===== config.mk =====
export PLATFORM = sky130hd
export DESIGN_NAME = rrt_table
export DESIGN_NICKNAME = d
export VERILOG_FILES = /design/src/rtl/rrt_pkg.sv /design/src/rtl/rrt_index.sv /design/src/rtl/rrt_bank.sv /design/src/rtl/rrt_table.sv
export SDC_FILE = /design/constraint.sdc
export NUM_CORES = 1
export LEC_CHECK = 0
export ABC_AREA = 1
export CORE_MARGIN = 5
export CORE_UTILIZATION = 50
export DETAILED_ROUTE_END_ITERATION = 6
export PLACE_DENSITY = 0.72
export RECOVER_POWER = 25
export SLEW_MARGIN = 20
export SYNTH_ARGS = -nofsm -noshare
export SYNTH_HDL_FRONTEND = slang
export SYNTH_SLANG_ARGS = --single-unit

===== constraint.sdc =====
create_clock -name clk -period 5.5 [get_ports clk]
set_input_delay 1.375 -clock clk [delete_from_list [all_inputs] [get_ports clk]]
set_output_delay 1.375 -clock clk [all_outputs]
set_load 0.03 [all_outputs]

===== src/rtl/rrt_pkg.sv =====
package rrt_pkg;

    localparam int unsigned DEF_ADDR_W     = 32;
    localparam int unsigned DEF_LINE_BYTES = 64;
    localparam int unsigned DEF_ENTRIES    = 16;
    localparam int unsigned DEF_TAG_W      = 12;
    localparam int unsigned NUM_BANKS      = 2;

    typedef enum int unsigned {
        BANK_LEFT  = 0,
        BANK_RIGHT = 1
    } bank_e;

    // Fold distance per bank: log2(N) for left, 2*log2(N) for right.
    function automatic int unsigned fold_shift(input int unsigned idx_w, input int unsigned bank);
        return (bank == BANK_RIGHT) ? (idx_w << 1) : idx_w;
    endfunction

endpackage


===== src/rtl/rrt_index.sv =====
module rrt_index #(
    parameter int unsigned LINE_W = 26,
    parameter int unsigned IDX_W  = 4,
    parameter int unsigned SHIFT  = 4
) (
    input  logic [LINE_W-1:0] line_i,
    output logic [IDX_W-1:0]  idx_o
);
    logic [LINE_W-1:0] folded;

    always_comb begin
        folded = line_i ^ (line_i >> SHIFT);
        idx_o  = folded[IDX_W-1:0];
    end
endmodule


===== src/rtl/rrt_bank.sv =====
module rrt_bank #(
    parameter int unsigned ADDR_W  = 32,
    parameter int unsigned LINE_LG = 6,
    parameter int unsigned ENTRIES = 16,
    parameter int unsigned TAG_W   = 12,
    parameter int unsigned SHIFT   = 4
) (
    input  logic              clk,
    input  logic              rst,
    input  logic              wr_en,
    input  logic [ADDR_W-1:0] wr_addr,
    input  logic [TAG_W-1:0]  lk_tag,
    output logic              any_match
);
    localparam int unsigned IDX_W  = $clog2(ENTRIES);
    localparam int unsigned LINE_W = ADDR_W - LINE_LG;

    logic [LINE_W-1:0]  wr_line;
    logic [IDX_W-1:0]   wr_idx;
    logic [TAG_W-1:0]   wr_tag;
    logic [TAG_W-1:0]   tag_q [ENTRIES];
    logic [ENTRIES-1:0] vld_q;
    logic [ENTRIES-1:0] match_vec;

    assign wr_line = wr_addr[ADDR_W-1:LINE_LG];
    assign wr_tag  = wr_line[TAG_W-1:0];

    rrt_index #(
        .LINE_W (LINE_W),
        .IDX_W  (IDX_W),
        .SHIFT  (SHIFT)
    ) u_index (
        .line_i (wr_line),
        .idx_o  (wr_idx)
    );

    always_ff @(posedge clk) begin
        if (rst) begin
            vld_q <= '0;
        end else if (wr_en) begin
            vld_q[wr_idx] <= 1'b1;
        end
    end

    always_ff @(posedge clk) begin
        if (wr_en) begin
            tag_q[wr_idx] <= wr_tag;
        end
    end

    for (genvar e = 0; e < ENTRIES; e++) begin : g_cmp
        assign match_vec[e] = vld_q[e] && (tag_q[e] == lk_tag);
    end

    assign any_match = |match_vec;


    wr_sets_valid_chk: assert property (@(posedge clk) disable iff (rst)
        wr_en |=> vld_q[$past(wr_idx)]);


    wr_stores_tag_chk: assert property (@(posedge clk) disable iff (rst)
        wr_en |=> tag_q[$past(wr_idx)] == $past(wr_tag));


    no_write_stable_chk: assert property (@(posedge clk) disable iff (rst)
        !wr_en |=> $stable(vld_q));
endmodule


===== src/rtl/rrt_table.sv =====
module rrt_table
    import rrt_pkg::*;
#(
    parameter int unsigned ADDR_W     = DEF_ADDR_W,
    parameter int unsigned LINE_BYTES = DEF_LINE_BYTES,
    parameter int unsigned ENTRIES    = DEF_ENTRIES,
    parameter int unsigned TAG_W      = DEF_TAG_W
) (
    input  logic              clk,
    input  logic              rst,
    input  logic              wl_en,
    input  logic [ADDR_W-1:0] wl_addr,
    input  logic              wr_en,
    input  logic [ADDR_W-1:0] wr_addr,
    input  logic              lk_en,
    input  logic [TAG_W-1:0]  lk_tag,
    output logic              lk_hit
);
    localparam int unsigned LINE_LG = $clog2(LINE_BYTES);
    localparam int unsigned IDX_W   = $clog2(ENTRIES);

    logic                 bank_en   [NUM_BANKS];
    logic [ADDR_W-1:0]    bank_addr [NUM_BANKS];
    logic [NUM_BANKS-1:0] bank_hit;
    logic                 hit_q;

    assign bank_en[BANK_LEFT]    = wl_en;
    assign bank_addr[BANK_LEFT]  = wl_addr;
    assign bank_en[BANK_RIGHT]   = wr_en;
    assign bank_addr[BANK_RIGHT] = wr_addr;

    for (genvar b = 0; b < NUM_BANKS; b++) begin : g_bank
        localparam int unsigned SH = fold_shift(IDX_W, b);
        rrt_bank #(
            .ADDR_W  (ADDR_W),
            .LINE_LG (LINE_LG),
            .ENTRIES (ENTRIES),
            .TAG_W   (TAG_W),
            .SHIFT   (SH)
        ) u_bank (
            .clk       (clk),
            .rst       (rst),
            .wr_en     (bank_en[b]),
            .wr_addr   (bank_addr[b]),
            .lk_tag    (lk_tag),
            .any_match (bank_hit[b])
        );
    end

    always_ff @(posedge clk) begin
        if (rst) hit_q <= 1'b0;
        else     hit_q <= lk_en && (|bank_hit);
    end

    assign lk_hit = hit_q;


    hit_needs_req_chk: assert property (@(posedge clk) disable iff (rst)
        lk_hit |-> $past(lk_en));
endmodule


==> results of run 1 <==
power by group:
group	switching (W)	total (W)	internal (W)
logic	0.000405	0.000570	0.000165
registers	0.0000435	0.00362	0.00358
clock network	0.00113	0.00267	0.00154
tightest hold or removal path, stage by stage, from the launching register on:
cell,delay [ns]
dfxtp_1,0.32
nor2_1,0.04
nor2_1,0.07
metrics by stage:
stage	setup WS [ns]	total power [W]	area (sq um)	utilization, %	instances
after floorplan	2.71	0.00401	19200	-	2014
after CTS	1.84	0.00688	21400	56.8	2614
final	1.32	0.00686	21400	56.6	2614
after detailed placement	1.27	0.00425	20200	53.4	2545
after global routing	1.14	0.00709	21400	56.6	2614
after global placement	1.29	0.00424	20200	53.4	2545
cells in the final DEF (no fill, tap or decap):
| cell | synthesis | routed |
|---|---|---|
| nand2_1 | 686 | 686 |
| edfxtp_1 | 384 | 384 |
| nor2_1 | 330 | 330 |
| inv_1 | 205 | 205 |
| o21ai_0 | 84 | 84 |
| xnor2_1 | 69 | 69 |
| clkbuf_16 | 0 | 41 |
| buf_4 | 9 | 38 |
| nand3_1 | 33 | 33 |
| dfxtp_1 | 33 | 33 |
| xor2_1 | 28 | 28 |
| o211ai_1 | 24 | 24 |
| clkbuf_1 | 11 | 24 |
| clkdlybuf4s50_1 | 0 | 22 |
| o21ai_1 | 21 | 21 |
| dlygate4sd3_1 | 0 | 14 |
| or2_2 | 11 | 11 |
| a21boi_0 | 10 | 10 |
| inv_2 | 9 | 9 |
| clkinv_1 | 1 | 6 |
| clkbuf_8 | 0 | 6 |
| o21a_1 | 5 | 5 |
| buf_2 | 49 | 5 |
| clkinv_2 | 0 | 4 |
| or2_1 | 2 | 2 |
| o22ai_1 | 2 | 2 |
| or2_0 | 2 | 2 |
| bufinv_16 | 0 | 2 |
| a21boi_1 | 1 | 1 |
| a21oi_1 | 1 | 1 |
| clkinvlp_4 | 0 | 1 |
layout make-up:
class / count / area (sq um)
Fill cell: 3080 / 16400
Sequential cell: 417 / 12200
Multi-Input combinational cell: 1309 / 5770
Clock buffer: 57 / 1150
Inverter: 215 / 807
Timing Repair Buffer: 93 / 723
Tap cell: 511 / 639
Clock inverter: 12 / 106
state kept, by name (all words and copies together), names as in the netlist:
name	flops
g_bank.u_bank.tag_q	384
g_bank.u_bank.vld_q	32
lk_hit	1
path summary, 6_finish.rpt:
kind,end,cells past startpoint
hold / removal,g_bank[1].u_bank.vld_q[14],2
setup / recovery,g_bank[1].u_bank.tag_q[5][3],7
hold reg to reg,g_bank[1].u_bank.vld_q[14],2
setup reg to reg,lk_hit,9
synth_stat cells, types with 2 or more instances:
master    count  area, sq um
clkbuf_1     11         41.3
buf_6         4         45.0
edfxtp_1    384        11500
o211ai_1     24          180
dfxtp_1      33          661
o21ai_0      84          420
a21boi_0     10         75.1
or2_1         2         12.5
or2_0         2         12.5
inv_2         9         33.8
buf_2        49          245
buf_4         9         67.6
xnor2_1      69          604
inv_1       205          769
xor2_1       28          245
o21ai_1      21          105
or2_2        11         68.8
o22ai_1       2         12.5
nor2_1      330         1240
nand3_1      33          165
o21a_1        5         37.5
nand2_1     686         2570
kinds of logic after synthesis:
kind of cell    share of synthesized area, %
simple gates                            21.3
xor+xnor                                4.43
flops                                   63.6
buf+inv                                 6.29
compound gates                          4.40
routing by layer:
layer | vias to the layer above | GRT usage [%] | wire [microns]
li1 | 6525 | - | -
met1 | 6444 | 33.4 | 20400
met4 | 0 | 8.29 | 1540
met3 | 115 | 3.66 | 5220
met5 | - | 0 | 0
met2 | 665 | 39.8 | 23900
==> flow_summary.ini, run 1 <==
[final_layout]
drive_gt1_share_pct = 5.56
synthToLayoutAreaGrowth_pct = 11.6
diodes = 0
nNetsFinal = 2157

[clock_tree]
hold_buffers = 0
cts_sinks = 417
cts_tree = done
clk_latency_ns = 0.54
cts_buffers = 40
cts_root_buffer = clkbuf_16
h-tree-depth = 2
clk_pin_slew_worst_paths_ns = 0.06
cts_setup_buffers = 0
max-clock-path-buffers = 3
cts_resized = 0

[placement]
dp_hpwl_mm = 27.5
gp_congestion = 0.850
port_buffers = 41

[synth]
yosys_warnings = 0
synth_area_per_cell_sq_um = 9.52
async_reset_ff_share_pct = 0
postSynthCellCount = 2014
syn-num-nets = 2095
ys_types = 25
synth_seq_area_share_pct = 63.6
ys_seq_elements = 417
synthFlopType = edfxtp_1
synth-edff-count = 384
synth_area_sq_um = 19200

[global_route]
grt_max_degree = 50
gr-total-overflow = 0
grt_usage_pct = 24.3
grt_pass1_wl_mm = 76.9
grt_pass1_vias = 13300
grt_antenna_before_repair = 0

[timing]
finalSetupTns_ns = 0
period_minus_slack_ns = 4.18
finalHoldViolations = 0
setup_viol = 0
rsz0062_at_grt = no
fin_skew_ns = 0.0155
max-slew-margin-rel_pct = 5.01
holdWs_ns = 0.461
timing.final.crit_share_pct = 76.0
fmax_mhz = 239
drv_slew = 0
worstMarginPinSlew_ns = 1.42

[job]
cap_viol_max_count = 0

[floorplanning]
die_x_microns = 206
dieArea_sq_um = 42300
io_pins = 82
initial_utilization_pct = 50.8
die_h_microns = 206
core_sq_um = 37800
num_rows = 71

[hold_path]
hold_class = flop to flop
hold_start = g_bank[1].u_bank.vld_q[14]

[route]
viasPerCell = 5.26
via_count = 13700
routed_wl_mm = 51.0
post-route-drc-count = 0
drt_iter0_drc = 1614
final_antenna_net_count = 0
wl_per_cell_microns = 19.5
dr.pass1.iters = 5

[power]
leakagePower_nw = 8.58
ir_worst_vdd_mv = 0.256
p_per_area_nw_per_um2 = 321

[setup_path]
r2r_start = g_bank[1].u_bank.tag_q[7][11]
rrSetupSlack_ns = 3.66
cp.buffers_inverters = 3
critPathMaxFanout = 17
startpoint = wr_addr[7]
crit_top_cell = nor2_1
arrival_ns = 4.33
cp.required_ns = 5.65
cpPeakStageDelay_ns = 1.03
crit_type = input port to flop
start_kind = input port
crit_chain = dlygate4sd3_1, clkbuf_1, xnor2_1, nand2_1, nor2_1, inv_1, nor2_1
crit_family = buffers and inverters
cp_slowest_cell = clkbuf_1
worst_setup_path_end_kind = flop

[status]
status = completed
(Power assumes the default switching activity.)
==> run 2: changes to the inputs <==
--- a/config.mk
+++ b/config.mk
@@ -9,7 +9,7 @@
 export CORE_MARGIN = 5
 export CORE_UTILIZATION = 50
 export DETAILED_ROUTE_END_ITERATION = 6
-export PLACE_DENSITY = 0.72
+export PLACE_DENSITY = 0.74
 export RECOVER_POWER = 25
 export SLEW_MARGIN = 20
 export SYNTH_ARGS = -nofsm -noshare
==> constraint.sdc (replaced) <==
create_clock -name clk -period 3.5 [get_ports clk]
set_input_delay 0.875 -clock clk [delete_from_list [all_inputs] [get_ports clk]]
set_output_delay 0.875 -clock clk [all_outputs]
set_load 0.03 [all_outputs]
==> run 2 against run 1 <==
  * Final area rose by 1.8%
  * Utilization rose by 1.0 points
  * Die area did not move
  * Combinational power rose by 66%
  * Clock-buffer cell count rose by 2
  * Flip-flop and latch count did not move
  * Critical endpoint is now g_bank[0].u_bank.tag_q[1][7]
  * Critical path depth rose by 2
==> flow_summary.ini, run 2 (synthesis results as in run 1) <==
[clock_tree]
cts_root_buffer = clkbuf_16
cts_sinks = 417
clk_latency_ns = 0.54
cts_setup_buffers = 0
cts_buffers = 40
cts_tree = done
max-clock-path-buffers = 3
clk_pin_slew_worst_paths_ns = 0.06
cts_resized = 0
hold_buffers = 0
h-tree-depth = 2

[final_layout]
drive_gt1_share_pct = 7.12
finalNonFillerCells = 2647
diodes = 0
final_cell_mix = nand2_1 (686), edfxtp_1 (384), nor2_1 (329), inv_1 (205), o21ai_0 (84)
nNetsFinal = 2189
fin_area_sq_um = 21800
layout_commonest_cell = nand2_1
regMostFlops = g_bank.u_bank.tag_q
synthToLayoutAreaGrowth_pct = 13.5
largest_reg_flops = 384

[setup_path]
r2r-end = lk_hit
crit_type = input port to flop
worst_setup_path_end_kind = flop
rrSetupSlack_ns = 1.79
reg2reg_depth = 9
start_kind = input port
arrival_ns = 3.21
cp.required_ns = 3.73
critPathMaxFanout = 17
r2r_start = g_bank[1].u_bank.tag_q[15][2]

[power]
leakagePower_nw = 8.80
ir_worst_vdd_mv = 0.419
p_per_area_nw_per_um2 = 500

[timing]
fin_ws_ns = 0.517
timing.final.crit_share_pct = 85.2
setup_viol = 0
finalSetupTns_ns = 0
period_minus_slack_ns = 2.98
fmax_mhz = 335
max-slew-margin-rel_pct = 5.29
finalHoldViolations = 0
worstMarginPinSlew_ns = 1.42
rsz0062_at_grt = no
fin_skew_ns = 0.0189
drv_slew = 0

[hold_path]
hold_depth = 2
hold_class = flop to flop
hold_start = g_bank[1].u_bank.vld_q[14]
hold_end = g_bank[1].u_bank.vld_q[14]

[floorplanning]
die_x_microns = 206
initial_utilization_pct = 50.8
num_rows = 71
io_pins = 82
die_h_microns = 206
dieArea_sq_um = 42300
core_sq_um = 37800

[route]
dr.pass1.iters = 5
wl_per_cell_microns = 19.9
viasPerCell = 5.38
via_count = 14200
routed_wl_mm = 52.8
drt_iter0_drc = 1694
post-route-drc-count = 0
final_antenna_net_count = 0

[global_route]
grt_antenna_before_repair = 0
gr-total-overflow = 0
grt_max_degree = 44
grt_pass1_vias = 13600
grt_usage_pct = 25.0
grt_pass1_wl_mm = 79.2

[placement]
placedCellCount = 2577
gp_congestion = 0.865
placed_area_sq_um = 20500
dp_hpwl_mm = 30.4
port_buffers = 41
dp_slack_ns = 0.369

[status]
status = completed

[job]
cap_viol_max_count = 0
-- run 2: layout make-up --
cell class | count | area [sq um]
multi-input cells | 1309 | 5770
flip-flops and latches | 417 | 12200
clock inverters | 11 | 105
clock buffers | 59 | 1160
well taps | 511 | 639
inverters | 215 | 807
fillers | 2978 | 16000
repair buffers | 125 | 1080
-- run 2: where the power goes --
| part | leakage, nW | internal, W | total [W] | switching [W] |
|---|---|---|---|---|
| logic | 4.44 | 0.000293 | 0.000949 | 0.000657 |
| registers | 3.74 | 0.00562 | 0.00569 | 0.0000694 |
| clock network | 0.624 | 0.00245 | 0.00424 | 0.00179 |
| total | 8.80 | 0.00836 | 0.0109 | 0.00252 |
-- run 2: worst max path at each step --
stage / startpoint / endpoint / slack, ns
2_1_floorplan: wr_addr[14] / g_bank[1].u_bank.tag_q[0][0] / 1.21
4_1_cts: wr_addr[14] / g_bank[1].u_bank.tag_q[15][1] / 0.93
6_report: wl_addr[10] / g_bank[0].u_bank.tag_q[1][7] / 0.52
3_3_place_gp: wr_addr[17] / g_bank[1].u_bank.tag_q[15][2] / 0.47
3_5_place_dp: lk_tag[6] / lk_hit / 0.37
5_1_grt: wl_addr[10] / g_bank[0].u_bank.tag_q[1][5] / 0.43
-- run 2: metrics by stage --
step | power [W] | hold WS (ns) | util (%)
detailed placement | 0.00674 | 0.454 | 54.4
global placement | 0.00670 | 0.443 | 54.4
CTS | 0.0109 | 0.468 | 57.8
finish | 0.0109 | 0.464 | 57.6
global route | 0.0112 | 0.496 | 57.6
floorplan | 0.00630 | 0.434 | -
-- run 2: worst max-delay path, stage by stage --
cell           delay (ns)
dlygate4sd3_1        0.52
clkbuf_1             0.86
xnor2_1              0.21
inv_1                0.09
nand2_1              0.08
nor2_1               0.12
inv_1                0.09
nor2_1               0.10
buf_4                0.24
-- run 2: per-layer routing --
metal | GRT usage, % | share of wire [%] | up-vias
li1 | - | - | 6589
met1 | 34.2 | 38 | 6627
met2 | 40.2 | 46 | 859
met3 | 4.05 | 12 | 162
met4 | 9.86 | 4.2 | 0
met5 | 0 | 0 | -
